<file path="src/rtl/dbgc_pkg.sv">
package dbgc_pkg;
  typedef enum logic [1:0] {
    MODE_HOLD  = 2'b00,
    MODE_BYTES = 2'b01,
    MODE_CYCLE = 2'b10,
    MODE_BREAK = 2'b11
  } cnt_mode_e;

  localparam logic [7:0] OP_REVISION = 8'h00;
  localparam logic [7:0] OP_WRITE    = 8'h01;
  localparam logic [7:0] OP_STATUS   = 8'h02;
  localparam logic [7:0] OP_READ     = 8'h03;

  typedef enum logic [1:0] {
    PS_CMD  = 2'b00,
    PS_DATA = 2'b01,
    PS_RSP  = 2'b10
  } port_state_e;
endpackage

</file>
<file path="src/rtl/dbgc_cmd_port.sv">
module dbgc_cmd_port
  import dbgc_pkg::*;
#(
  parameter int CNT_W = 16,
  parameter logic [7:0] REV = 8'h5A
) (
  input  logic             clk,
  input  logic             rst_n,
  input  logic             dbg_mode,
  input  logic [7:0]       status,
  input  logic [CNT_W-1:0] count,
  input  logic             cmd_valid,
  output logic             cmd_ready,
  input  logic [7:0]       cmd_data,
  output logic             rsp_valid,
  input  logic             rsp_ready,
  output logic [7:0]       rsp_data,
  output logic             load_en,
  output logic [CNT_W-1:0] load_val
);
  localparam int NBYTES = CNT_W / 8;
  localparam int IDX_W  = (NBYTES > 1) ? $clog2(NBYTES) : 1;
  localparam int LEFT_W = $clog2(NBYTES + 1);
  localparam logic [IDX_W-1:0]  LAST_IDX = IDX_W'(NBYTES - 1);
  localparam logic [LEFT_W-1:0] ONE_LEFT = LEFT_W'(1);

  port_state_e        st;
  logic               wr_ok;
  logic [IDX_W-1:0]   idx;
  logic [CNT_W-1:0]   acc;
  logic [CNT_W-1:0]   rsp_sh;
  logic [LEFT_W-1:0]  rsp_left;
  logic               cmd_fire, rsp_fire;
  logic [CNT_W-1:0]   acc_nxt;

  assign cmd_ready = (st != PS_RSP);
  assign rsp_valid = (st == PS_RSP);
  assign rsp_data  = rsp_sh[CNT_W-1 -: 8];
  assign cmd_fire  = cmd_valid && cmd_ready;
  assign rsp_fire  = rsp_valid && rsp_ready;
  assign acc_nxt   = {acc[CNT_W-9:0], cmd_data};
  assign load_val  = acc_nxt;
  assign load_en   = (st == PS_DATA) && cmd_fire && (idx == LAST_IDX) && wr_ok;

  always_ff @(posedge clk or negedge rst_n) begin
    if (!rst_n) begin
      st       <= PS_CMD;
      wr_ok    <= 1'b0;
      idx      <= '0;
      acc      <= '0;
      rsp_sh   <= '0;
      rsp_left <= '0;
    end else begin
      unique case (st)
        PS_CMD: if (cmd_fire) begin
          unique case (cmd_data)
            OP_REVISION: begin
              rsp_sh   <= {REV, {(CNT_W-8){1'b0}}};
              rsp_left <= ONE_LEFT;
              st       <= PS_RSP;
            end
            OP_STATUS: begin
              rsp_sh   <= {status, {(CNT_W-8){1'b0}}};
              rsp_left <= ONE_LEFT;
              st       <= PS_RSP;
            end
            OP_READ: begin
              rsp_sh   <= dbg_mode ? ~count : '0;
              rsp_left <= LEFT_W'(NBYTES);
              st       <= PS_RSP;
            end
            OP_WRITE: begin
              wr_ok <= dbg_mode;
              idx   <= '0;
              st    <= PS_DATA;
            end
            default: ;
          endcase
        end
        PS_DATA: if (cmd_fire) begin
          acc <= acc_nxt;
          idx <= idx + 1'b1;
          if (idx == LAST_IDX) st <= PS_CMD;
        end
        PS_RSP: if (rsp_fire) begin
          rsp_sh   <= {rsp_sh[CNT_W-9:0], 8'h00};
          rsp_left <= rsp_left - 1'b1;
          if (rsp_left == ONE_LEFT) st <= PS_CMD;
        end
        default: st <= PS_CMD;
      endcase
    end
  end

  AST_RSP_HELD: assert property (@(posedge clk) disable iff (!rst_n)
    rsp_valid && !rsp_ready |=> rsp_valid && $stable(rsp_data));
  AST_NO_CMD_DURING_RSP: assert property (@(posedge clk) disable iff (!rst_n)
    rsp_valid |-> !cmd_ready);
endmodule

</file>
<file path="src/rtl/dbgc_counter.sv">
module dbgc_counter
  import dbgc_pkg::*;
#(
  parameter int CNT_W = 16
) (
  input  logic             clk,
  input  logic             rst_n,
  input  cnt_mode_e        mode,
  input  logic             cpu_run,
  input  logic             xfer_stb,
  input  logic             load_en,
  input  logic [CNT_W-1:0] load_val,
  output logic [CNT_W-1:0] count,
  output logic             byte_done
);
  localparam logic [CNT_W-1:0] ALL_ONES = {CNT_W{1'b1}};

  cnt_mode_e mode_q;
  logic      at_zero, cyc_entry, dec_en;

  assign at_zero   = (count == '0);
  assign cyc_entry = (mode == MODE_CYCLE) && (mode_q != MODE_CYCLE);
  assign byte_done = (mode == MODE_BYTES) && at_zero;

  always_comb begin
    unique case (mode)
      MODE_BYTES: dec_en = xfer_stb && !at_zero;
      MODE_CYCLE: dec_en = cpu_run && !at_zero;
      default:    dec_en = 1'b0;
    endcase
  end

  always_ff @(posedge clk or negedge rst_n) begin
    if (!rst_n) begin
      count  <= '0;
      mode_q <= MODE_HOLD;
    end else begin
      mode_q <= mode;
      if (load_en)        count <= load_val;
      else if (cyc_entry) count <= ALL_ONES;
      else if (dec_en)    count <= count - 1'b1;
    end
  end

  AST_NEVER_UP: assert property (@(posedge clk) disable iff (!rst_n)
    !load_en && !cyc_entry |=> count <= $past(count));
  AST_BYTE_FLOOR: assert property (@(posedge clk) disable iff (!rst_n)
    mode == MODE_BYTES && at_zero && !load_en |=> count == '0);
  AST_HOLD_MODES: assert property (@(posedge clk) disable iff (!rst_n)
    (mode == MODE_HOLD || mode == MODE_BREAK) && !load_en |=> $stable(count));
  AST_WRITE_WINS: assert property (@(posedge clk) disable iff (!rst_n)
    load_en |=> count == $past(load_val));
endmodule

</file>
<file path="src/rtl/dbgc_brk_match.sv">
module dbgc_brk_match
  import dbgc_pkg::*;
#(
  parameter int CNT_W = 16
) (
  input  logic             clk,
  input  logic             rst_n,
  input  cnt_mode_e        mode,
  input  logic             cpu_run,
  input  logic [CNT_W-1:0] pc,
  input  logic [CNT_W-1:0] count,
  output logic             brk_req
);
  logic hit, hit_q;

  assign hit     = (mode == MODE_BREAK) && cpu_run && (pc == count);
  assign brk_req = hit && !hit_q;

  always_ff @(posedge clk or negedge rst_n) begin
    if (!rst_n) hit_q <= 1'b0;
    else        hit_q <= hit;
  end

  AST_BRK_ONE_CYCLE: assert property (@(posedge clk) disable iff (!rst_n)
    brk_req |=> !brk_req);
  AST_BRK_GATED: assert property (@(posedge clk) disable iff (!rst_n)
    brk_req |-> cpu_run && mode == MODE_BREAK);
endmodule

</file>
<file path="src/rtl/dbg_count_brk.sv">
module dbg_count_brk
  import dbgc_pkg::*;
#(
  parameter int CNT_W = 16,
  parameter logic [7:0] REV = 8'h5A
) (
  input  logic             clk,
  input  logic             rst_n,
  input  logic             dbg_mode,
  input  logic             cpu_run,
  input  logic [1:0]       mode_sel,
  input  logic             xfer_stb,
  input  logic [CNT_W-1:0] pc,
  input  logic             cmd_valid,
  output logic             cmd_ready,
  input  logic [7:0]       cmd_data,
  output logic             rsp_valid,
  input  logic             rsp_ready,
  output logic [7:0]       rsp_data,
  output logic             brk_req,
  output logic             byte_done
);
  cnt_mode_e        mode;
  logic [CNT_W-1:0] count, load_val;
  logic             load_en;
  logic [7:0]       status;

  assign mode   = cnt_mode_e'(mode_sel);
  assign status = {6'b0, byte_done, dbg_mode};

  dbgc_cmd_port #(.CNT_W(CNT_W), .REV(REV)) u_port (
    .clk(clk), .rst_n(rst_n), .dbg_mode(dbg_mode), .status(status),
    .count(count), .cmd_valid(cmd_valid), .cmd_ready(cmd_ready),
    .cmd_data(cmd_data), .rsp_valid(rsp_valid), .rsp_ready(rsp_ready),
    .rsp_data(rsp_data), .load_en(load_en), .load_val(load_val)
  );

  dbgc_counter #(.CNT_W(CNT_W)) u_cnt (
    .clk(clk), .rst_n(rst_n), .mode(mode), .cpu_run(cpu_run),
    .xfer_stb(xfer_stb), .load_en(load_en), .load_val(load_val),
    .count(count), .byte_done(byte_done)
  );

  dbgc_brk_match #(.CNT_W(CNT_W)) u_brk (
    .clk(clk), .rst_n(rst_n), .mode(mode), .cpu_run(cpu_run),
    .pc(pc), .count(count), .brk_req(brk_req)
  );
endmodule

</file>
<file path="config.mk">
export PLATFORM = sky130hd
export DESIGN_NAME = dbg_count_brk
export DESIGN_NICKNAME = d
export VERILOG_FILES = /design/src/rtl/dbgc_pkg.sv /design/src/rtl/dbgc_cmd_port.sv /design/src/rtl/dbgc_counter.sv /design/src/rtl/dbgc_brk_match.sv /design/src/rtl/dbg_count_brk.sv
export SDC_FILE = /design/constraint.sdc
export NUM_CORES = 1
export LEC_CHECK = 0
export BUFFER_PORTS_ARGS = -buffer_cell sky130_fd_sc_hd__buf_2
export CORE_ASPECT_RATIO = 0.75
export CORE_MARGIN = 1.5
export CORE_UTILIZATION = 45
export DETAILED_ROUTE_END_ITERATION = 16
export GPL_TIMING_DRIVEN = 0
export PLACE_DENSITY = 0.65
export SYNTH_ARGS = -nofsm -noshare
export SYNTH_HDL_FRONTEND = slang
export SYNTH_HIERARCHICAL = 1
export SYNTH_SLANG_ARGS = --single-unit
</file>
<file path="constraint.sdc">
create_clock -name clk -period 2.8 [get_ports clk]
set_input_delay 0.14 -clock clk [delete_from_list [all_inputs] [get_ports clk]]
set_output_delay 0.14 -clock clk [all_outputs]
set_load 0.005 [all_outputs]
</file>
# Yosys cells after proc, flatten, opt, wreduce, memory -nomap -nowiden
# Cells that the tools add are included.
[word_totals]
regBits = 49
out_inout_bits = 12
word_cells = 86
input_bits = 33
[op_classes]
mux = 24
n_eq_ne = 21
n_bitwise = 1
reduce_logical = 28
addsub = 3
[ops]
columns = ["cell", "count"]
rows = [
  ["16-bit 2-to-1 mux", 6],
  ["16-bit case mux with 3 select lines", 1],
  ["16-bit case mux with 2 select lines", 1],
  ["16-bit == test", 1],
  ["8-bit by 2-bit == test with 1-bit output, second input constant", 2],
  ["16-bit zero test", 1],
  ["16-bit NOT", 1],
  ["16-bit by 1-bit subtractor with 16-bit output, second input constant", 1],
  ["2-bit 2-to-1 mux", 7],
  ["1-bit logical AND", 12],
  ["2-bit case mux with 2 select lines", 3],
  ["4-bit AND reduction", 3],
  ["2-bit inequality test, second input constant", 5],
  ["8-bit by 1-bit == test with 1-bit output, second input constant", 1],
  ["8-bit zero test", 1],
  ["2-bit by 1-bit == test with 1-bit output, second input constant", 3],
  ["2-bit == test, second input constant", 3],
  ["2-bit by 1-bit inequality test with 1-bit output, second input constant", 3],
  ["3-bit inequality test, second input constant", 2],
  ["2-bit case mux with 3 select lines", 1],
  ["6-bit AND reduction", 1],
  ["4-bit inequality test, second input constant", 1],
  ["1-bit case mux with 2 select lines", 2],
  ["2-bit nonzero test", 2],
  ["10 further kinds", 13],
]

# Logic depth before layout (Yosys ltp)
[depth]
ltp_word = 7
depth_mapped = 9
depth_no_buf = 7

# Cells and area by module
# The synthesis kept the hierarchy.
[by_module_without_submodules]
columns = ["mod", "area_per_inst_um2", "seq_area_each_um2", "cells_per_inst", "instances"]
rows = [
  ["dbgc_cmd_port", 1651.6, 750.7, 165, 1],
  ["dbgc_counter", 1257.5, 450.4, 143, 1],
  ["dbgc_brk_match", 216.5, 25.0, 25, 1],
  ["dbg_count_brk", 3.8, 0.0, 1, 1],
]

# Least setup slack after synthesis
# Ideal clock, no wire load.
[synth_timing]
path_type = "reg-to-reg"
start = "register u_cnt.count[0]"
end = "register u_cnt.count[2]"
n_path_buf = 2
required_ns = 2.674
setup_slack_ns = 0.267
stages_incl_launch_ff = 9
setup_ns = 0.126
t_arrival_ns = 2.407
synth_period_minus_slack_ns = 2.533
cell_sequence = "dfrtp_1 -> inv_1 -> ha_1 -> or3b_2 -> buf_2 -> or4_1 -> buf_2 -> and4_4 -> o32a_1"
[synth_via]
elab_chain_cells = 5
word_cells_on_any_way = 10
classes_between = "add/sub: 1; mux: 4; reduce/logical: 5"
[synth_lines]
columns = ["element", "line", "source"]
rows = [
  ["start: declaration", "dbgc_counter.sv:13", "output logic [CNT_W-1:0] count,"],
  ["start signal: assignment", "dbgc_counter.sv:39", "if (load_en) count <= load_val;"],
  ["start signal: assignment", "dbgc_counter.sv:41", "else if (dec_en) count <= count - 1'b1;"],
  ["branches (longest 5 deep; another with 16-bit by 1-bit subtractor with 16-bit output)", "n/a", ""],
]
# Several ways; the timed one is not identified. The select of a mux whose other input is x is not followed.
# A chain may end at the register's enable or synchronous reset.

# Worst setup path in the final report
[layout_timing]
start = "register u_cnt.count[1]"
end = "register u_cnt.count[2]"
# Same word-level chain as after synthesis.

==> flow_summary.yaml <==
worst_setup_path:
  critPathMaxStageDelay_ps: 590
  end_kind: "flop"
  path_cells: "inv_1 > ha_2 > or3b_2 > or4_1 > buf_2 > and4_4 > o32a_1"
  path_class: "flop to flop"
  path_buf_inv: 2
  cpLargestDelayFamily: "simple AND/OR/NAND/NOR gates"
  cp-start-kind: "flop"
  required_ps: 3000
  crit_fanout: 9
  slowest_stage: "or3b_2"
  worst_ep_arrival_time_ps: 2910
place:
  portBuffers: 44
  gp_congestion: 0.955
  post_dp_cell_area_um2: 3470
  dpl_worst_slack_ps: -74.9
  hpwl_mm: 6.73
timing:
  fin_skew_ps: 11.1
  tns_ps: 0
  hold_viol: 0
  worst_slack_ps: 90.8
  fmax_mhz: 369
  setup_viol: 0
  drv_slew: 0
  grt_setup_unrepaired: "no"
  final.min_clock_period_ps: 2710
  worst_pin_slew_ps: 1140
  relSlewSlack: 0.243
  finalCritPeriodShare: 0.968
detailed_routing:
  drc: 0
  drt-initial-drc-count: 253
  vias: 3022
  via_per_inst: 6.30
  drt_wl_total_mm: 9.16
  drtAntennaViolNets: 0
  wl_per_cell_um: 19.1
  drtPass1Iterations: 5
synth:
  synth_ff_type: "dfrtp_1"
  synth_fa_ha_area_frac: 0.0160
  synth_area_um2: 3130
  synth_mux_area_frac: 0.0356
  async_reset_ff_frac: 1.00
  synth-seq-cells: 49
  synth_warnings: 6
  synth-seq-area-share: 0.392
  synth-simple-area-share: 0.185
  syn_area_per_cell_um2: 9.37
  synthXorXnorAreaFrac: 0.0448
  syn-instance-count: 334
  synth_edf_count: 0
  synth_top_family_by_area: "compound AO/OA/AOI/OAI gates"
  yosysUniqueCellTypes: 55
  synth_compound_area_frac: 0.240
floorplan:
  die_x_um: 99.3
  row_count: 26
  die_area_um2: 7470
  initial_core_util: 0.462
  ios: 45
  design.core.area_um2: 6770
  die_h_um: 75.2
clock_tree:
  numClockSinks: 49
  clk_pin_slew_ps: 100
  cts_tree: "yes"
  htreeDepth: 2
  cts_buffers: 5
  root_buffer: "clkbuf_8"
  insertion_delay_ps: 310
  clk_path_buf_depth: 2
run:
  max_cap_violations: 0
power_and_ir_drop:
  p_leak_nw: 1.49
  power.density_nw_per_um2: 551
  vdd.ir_drop.worst_uv: 345
outcome:
  status: "complete, no violations"
grt:
  grt_pass1_vias: 2593
  antenna_found_initial: 0
  grt_pass1_wl_mm: 14.6
  grt_max_degree: 50
  grt_usage: 0.256
  grt_overflow_total: 0
final_layout:
  fin_area_um2: 3670
  final_cell_mix: "buf_2 (52), dfrtp_1 (47), o31ai_1 (22)"
  drive_above_1_share: 0.270
  diodes: 0
  syn_to_final_growth_pct: 17.2
  layout_commonest_cell: "buf_2"
  nets: 432
min_path:
  min_path_type: "primary input to async pin"
## area by class of cell
| class | instances | area, um2 |
|---|---|---|
| Fill cell | 627 | 3100 |
| Multi-Input combinational cell | 239 | 1670 |
| Sequential cell | 49 | 1230 |
| Timing Repair Buffer | 50 | 270 |
| Buffer | 37 | 221 |
| Tap cell | 84 | 105 |
| Clock buffer | 6 | 82.6 |
| Inverter | 13 | 48.8 |
| Clock inverter | 2 | 37.5 |
## kinds of logic (layout without fill, tap and decap cells)
family,after synthesis,count (layout)
and+or+nand+nor,97,97
buffers and inverters,51,108
adders and majority gates,4,4
AOI/OAI and AO/OA,106,106
xor gates and xnor gates,16,16
DFF,49,49
muxes,10,10
other,1,6
## final timing paths
path                                       start                 to  slack, ps  cells past startpoint
worst min-delay path                       rst_n  u_port/rsp_sh[10]         50                      1
worst min register to register  u_port/rsp_sh[2]   u_port/rsp_sh[2]        510                      2
min in group clk                       cmd_valid       u_port/st[0]         80                      2
worst max register to register    u_cnt/count[1]     u_cnt/count[2]         90                      7
max in group asynchronous                  rst_n     u_cnt/count[0]       1980                      1
worst max-delay path              u_cnt/count[1]     u_cnt/count[2]         90                      7
## cell usage after synthesis, drive strengths merged (5+ instances only)
| cell | number | share of area |
|---|---|---|
| dfrtp | 49 | 0.39 |
| buf | 28 | 0.059 |
| o31ai | 22 | 0.053 |
| o21ai | 21 | 0.034 |
| nor2 | 17 | 0.020 |
| xnor2 | 16 | 0.045 |
| a21oi | 12 | 0.020 |
| inv | 12 | 0.014 |
| nand2 | 12 | 0.014 |
| nor4 | 11 | 0.029 |
| clkbuf | 10 | 0.012 |
| or4 | 10 | 0.024 |
| mux2 | 9 | 0.032 |
| nand2b | 9 | 0.018 |
| a31oi | 8 | 0.016 |
| nor3 | 8 | 0.014 |
| nand4 | 7 | 0.014 |
| o211ai | 7 | 0.017 |
| nand3 | 6 | 0.0096 |
| o32a | 6 | 0.019 |
| o22ai | 5 | 0.010 |
## routing by layer
layer	share of wire	track usage	wire (um)
met5	0	0	0
met4	0.012	0.0469	108
met1	0.48	0.401	4420
met3	0.11	0.0808	978
met2	0.40	0.343	3650
## stage by stage
step / std cells / hold slack [ps] / util / power, mW
floorplan: 339 / -156 / - / 1.26
global placement: 467 / 295 / 0.513 / 1.44
detailed placement: 467 / 301 / 0.513 / 1.45
CTS: 477 / 63.6 / 0.537 / 2.00
global route: 480 / 89.9 / 0.542 / 2.14
finish: 480 / 46.9 / 0.542 / 2.02
## flip-flops by register name (all words and copies together), names as in the netlist
name,cells
u_port/wr_ok,1
u_port/idx,1
u_port/rsp_sh,16
u_brk/hit_q,1
u_cnt/count,16
u_port/acc,8
u_cnt/mode_q,2
u_port/st,2
u_port/rsp_left,2
## repair_timing
action | CTS | global route
pin swaps | 0 | 0
gates resized for setup | 4 | 9
endpoints found under the hold margin | 2 | 0
hold buffers | 2 | 0
setup endpoints to repair | 8 | 7
cloned | 0 | 0
setup buffers | 0 | 4
## power breakdown
group	switching (mW)	internal (mW)
clock network	0.254	0.291
logic	0.270	0.272
registers	0.0963	0.836
No activity file was read; power rests on OpenSTA's default activity.
